===== config.mk =====
export PLATFORM = sky130hd
export DESIGN_NAME = irq_mask_ctrl
export DESIGN_NICKNAME = d
export VERILOG_FILES = /design/src/rtl/irq_mask_ctrl.sv
export SDC_FILE = /design/constraint.sdc
export NUM_CORES = 1
export LEC_CHECK = 0
export BUFFER_PORTS_ARGS = -buffer_cell sky130_fd_sc_hd__clkbuf_2
export CELL_PAD_IN_SITES_DETAIL_PLACEMENT = 0
export CELL_PAD_IN_SITES_GLOBAL_PLACEMENT = 1
export CORE_ASPECT_RATIO = 1.25
export CORE_UTILIZATION = 40
export CTS_CLUSTER_DIAMETER = 40
export DETAILED_ROUTE_END_ITERATION = 8
export MAX_ROUTING_LAYER = met4
export PLACE_DENSITY = 0.91
export RECOVER_POWER = 50
export SLEW_MARGIN = 0
export SYNTH_ARGS = -nofsm -noshare
export SYNTH_HDL_FRONTEND = slang
export SYNTH_SLANG_ARGS = --single-unit
export TNS_END_PERCENT = 1

===== constraint.sdc =====
create_clock -name clk -period 1.8 [get_ports clk]
set_input_delay 0.36 -clock clk [delete_from_list [all_inputs] [get_ports clk]]
set_output_delay 0.36 -clock clk [all_outputs]
set_load 0.005 [all_outputs]

===== src/rtl/irq_mask_ctrl.sv =====
module irq_mask_ctrl #(
  parameter int W  = 32,
  parameter int AW = 4
) (
  input  logic          clk,
  input  logic          rst_n,
  input  logic [W-1:0]  irq_lines,
  input  logic [AW-1:0] bus_addr,
  input  logic          bus_wr,
  input  logic          bus_rd,
  input  logic [W-1:0]  bus_wdata,
  output logic [W-1:0]  bus_rdata,
  output logic          irq_out,
  output logic          fiq_out
);
  localparam logic [AW-1:0] A_IRQ_STAT = AW'(0);
  localparam logic [AW-1:0] A_IRQ_RAW  = AW'(1);
  localparam logic [AW-1:0] A_IRQ_SET  = AW'(2);
  localparam logic [AW-1:0] A_IRQ_CLR  = AW'(3);
  localparam logic [AW-1:0] A_SW_SET   = AW'(4);
  localparam logic [AW-1:0] A_SW_CLR   = AW'(5);
  localparam logic [AW-1:0] A_FIQ_STAT = AW'(8);
  localparam logic [AW-1:0] A_FIQ_RAW  = AW'(9);
  localparam logic [AW-1:0] A_FIQ_SET  = AW'(10);
  localparam logic [AW-1:0] A_FIQ_CLR  = AW'(11);

  logic [W-1:0] irq_en, fiq_en, raw;
  logic         soft_q;

  assign raw = irq_lines | {{(W-1){1'b0}}, soft_q};

  always_ff @(posedge clk or negedge rst_n) begin
    if (!rst_n) begin
      irq_en <= '0;
      fiq_en <= '0;
      soft_q <= 1'b0;
    end else if (bus_wr) begin
      case (bus_addr)
        A_IRQ_SET: irq_en <= irq_en | bus_wdata;
        A_IRQ_CLR: irq_en <= irq_en & ~bus_wdata;
        A_FIQ_SET: fiq_en <= fiq_en | bus_wdata;
        A_FIQ_CLR: fiq_en <= fiq_en & ~bus_wdata;
        A_SW_SET:  if (bus_wdata[0]) soft_q <= 1'b1;
        A_SW_CLR:  if (bus_wdata[0]) soft_q <= 1'b0;
        default: ;
      endcase
    end
  end

  always_ff @(posedge clk or negedge rst_n) begin
    if (!rst_n) begin
      irq_out <= 1'b0;
      fiq_out <= 1'b0;
    end else begin
      irq_out <= |(raw & irq_en);
      fiq_out <= |(raw & fiq_en);
    end
  end

  always_comb begin
    bus_rdata = '0;
    if (bus_rd) begin
      case (bus_addr)
        A_IRQ_STAT: bus_rdata = raw & irq_en;
        A_IRQ_RAW:  bus_rdata = raw;
        A_IRQ_SET:  bus_rdata = irq_en;
        A_SW_SET:   bus_rdata = {{(W-1){1'b0}}, raw[0]};
        A_FIQ_STAT: bus_rdata = raw & fiq_en;
        A_FIQ_RAW:  bus_rdata = raw;
        A_FIQ_SET:  bus_rdata = fiq_en;
        default:    bus_rdata = '0;
      endcase
    end
  end
endmodule



==> flow_metrics.env <==
export IMPL_status="finished with violations"
export IMPL_violations="capacitance limit, slew limit, setup timing"
export IMPL_placed_area_mm2=0.004611
export IMPL_period_share=1.023
export IMPL_cts_buffer_depth=2
export IMPL_ios=106
export IMPL_ir_worst_vdd_mv=0.6262
export IMPL_synth_top_family_by_area="compound AO/OA/AOI/OAI gates"
export IMPL_fill_cells=844
export IMPL_dr_total_vias=4266
export IMPL_fin_cells=655
export IMPL_n_antenna_cell=0
export IMPL_synth_compound_area_frac=0.3503
export IMPL_dp_hpwl_um=9549
export IMPL_drt_pass1_iterations=5
export IMPL_synth_seq_area_share=0.4346
export IMPL_dp_cells=623
export IMPL_place_ws_ns=-0.1797
export IMPL_cts_buffers=9
export IMPL_cts_sinks=67
export IMPL_antenna_found_initial=0
export IMPL_syn2layout_area_growth_pct=34.48
export IMPL_cp_required_ns=1.44
export IMPL_grt_max_degree=68
export IMPL_path_clk_slew_ns=0.06
export IMPL_place_congestion=0.9188
export IMPL_setup_viol=1
export IMPL_drtIter0Drc=426
export IMPL_die_area_mm2=0.01004
export IMPL_ys_types=32
export IMPL_worstSetupEndpointType="primary output"
export IMPL_tightest_slew_ns=1.511
export IMPL_syn_nets=474
export IMPL_avgSynthCellArea_um2=9.596
export IMPL_setup_slack_ns=-0.04169
export IMPL_max_freq_mhz=543.0
export IMPL_mostFrequentLayoutCell="clkbuf_2"
export IMPL_ant_nets=0
export IMPL_hold_violations=0
export IMPL_wl_um=13560
export IMPL_layout_common_cells="clkbuf_2 (99), a21oi_1 (72), dfrtp_1 (65), a31oi_1 (64), buf_4 (39)"
export IMPL_synth_simple_area_share=0.06487
export IMPL_initial_core_util=0.4161
export IMPL_fp_row_count=39
export IMPL_synth_main_ff_cell="dfrtp_1"
export IMPL_cts_tree="done"
export IMPL_clock_latency_ns=0.33
export IMPL_drc=0
export IMPL_design_area_mm2=0.005187
export IMPL_grt_pass1_wl_um=20860
export IMPL_fp_dieW_um=89.84
export IMPL_fin_nets=599
export IMPL_relSlewSlack=-0.007631
export IMPL_hold_path_class="in -> reg"
export IMPL_power_total_mw=5.570
export IMPL_multiInputGateArea_mm2=0.002072
export IMPL_reg2reg_setup_slack_ns=0.24
export IMPL_r2r_end="irq_out$_DFF_PN0_"
export IMPL_cts_root_buffer="clkbuf_16"
export IMPL_maxCapViolCount=1
export IMPL_rsz0062_at_grt="true"
export IMPL_seqCellArea_mm2=0.001679
export IMPL_p_per_area_mw_per_mm2=1074
export IMPL_worstPathCellList="mux2_4, o211ai_1, a21oi_2, clkbuf_2"
export IMPL_leakage_nw=2.151
export IMPL_crit_fanout=3
export IMPL_min_period_ns=1.842
export IMPL_io_buffers=105
export IMPL_synth_xor_area_frac=0
export IMPL_synth_warning_count=0
export IMPL_synth_seq_cells=67
export IMPL_core_mm2=0.009271
export IMPL_synthMuxAreaShare=0.09050
export IMPL_synthAdderAreaFrac=0
export IMPL_slowest_delay_ns=0.42
export IMPL_grt_pass1_vias=3854
export IMPL_min_path_cells=2
export IMPL_syn_instance_count=402
export IMPL_worst_path_max_delay_cell="dfrtp_2"
export IMPL_htreeDepth=3
export IMPL_hold_start="bus_wdata[10]"
export IMPL_die_height_um=111.8
export IMPL_netlist_area_mm2=0.003857
export IMPL_cp_start_kind="register"
export IMPL_path_class="reg -> out"
export IMPL_grt_usage=0.2751
export IMPL_ys_async_sr_fraction=1.000
export IMPL_reg2reg_depth=5
export IMPL_synth_edf_count=0
export IMPL_overflow=0
export IMPL_wl_per_cell_um=20.71
export IMPL_setup_tns_ns=-0.04169
export IMPL_fin_skew_ns=0.004952
export IMPL_viasPerCell=6.513
export IMPL_drv_slew=67
export IMPL_drive_above_1_share=0.4286
export IMPL_critPathArrivalTime_ns=1.48
[cells in the mapped netlist (all sizes together) (3+ instances only)]
library cell / number / share of area
a21oi: 77 / 0.10
dfrtp: 67 / 0.43
a31oi: 64 / 0.10
a22oi: 40 / 0.078
mux2: 31 / 0.090
buf: 30 / 0.051
nor2: 21 / 0.020
o22ai: 19 / 0.031
o211ai: 12 / 0.023
clkbuf: 8 / 0.0078
nand4: 6 / 0.0097
o21ai: 4 / 0.0052
nand2: 3 / 0.0036
nor3: 3 / 0.0039
[worst max-delay path, delay by kind of cell (launching register included)]
| kind | cells | cell delay [ns] |
|---|---|---|
| compound gates | 2 | 0.33 |
| buf+inv | 1 | 0.12 |
| mux | 1 | 0.29 |
| flops | 1 | 0.42 |
[routing by layer]
layer	GRT usage	routed length, µm	up-vias
li1	-	-	1872
met1	0.3460	5195	2070
met2	0.4262	6647	272
met3	0.03893	1106	52
met4	0.1541	614	0
met5	-	0	-
[power breakdown]
part,internal [mW],switching (mW)
clock network,1.35,0.674
registers,1.85,0.347
logic,0.687,0.666
total,3.88,1.69
[logic make-up after synthesis]
group | after synthesis
buf+inv | 39
compound gates | 220
simple gates | 45
mux | 31
flops | 67
[metrics by stage]
step	hold WS, ns	utilization
floorplan	0.06441	-
global placement	0.4118	0.4973
detailed placement	0.4176	0.4973
CTS	0.06989	0.5445
global route	0.2536	0.5595
finish	0.2468	0.5595
[worst max-delay path by stage]
stage | from | endpoint | slack, ns | cells after the start
after CTS | bus_addr[0] | bus_rdata[12] | -0.02 | 7
final | register | bus_rdata[12] | -0.04 | 4
after floorplan | bus_addr[3] | bus_rdata[11] | 0.18 | 5
after detailed placement | bus_addr[3] | register | -0.18 | 7
after global placement | bus_addr[2] | bus_rdata[29] | -0.12 | 6
after global routing | register | bus_rdata[12] | -0.08 | 4
[timing repair]
| item | in CTS | in global routing |
|---|---|---|
| gates resized for setup | 22 | 23 |
| hold buffers | 0 | 0 |
| buffers inserted | 1 | 15 |
| setup endpoints to repair | 32 | 31 |
| pin swaps | 7 | 9 |
[layout make-up]
class / instances / area share
Sequential cell: 67 / 0.3237
Clock inverter: 7 / 0.02243
Inverter: 1 / 0.0007236
Clock buffer: 9 / 0.04342
Timing Repair Buffer: 152 / 0.1807
Tap cell: 123 / 0.02967
Multi-Input combinational cell: 296 / 0.3994
Power figures use the tool's default switching activity.
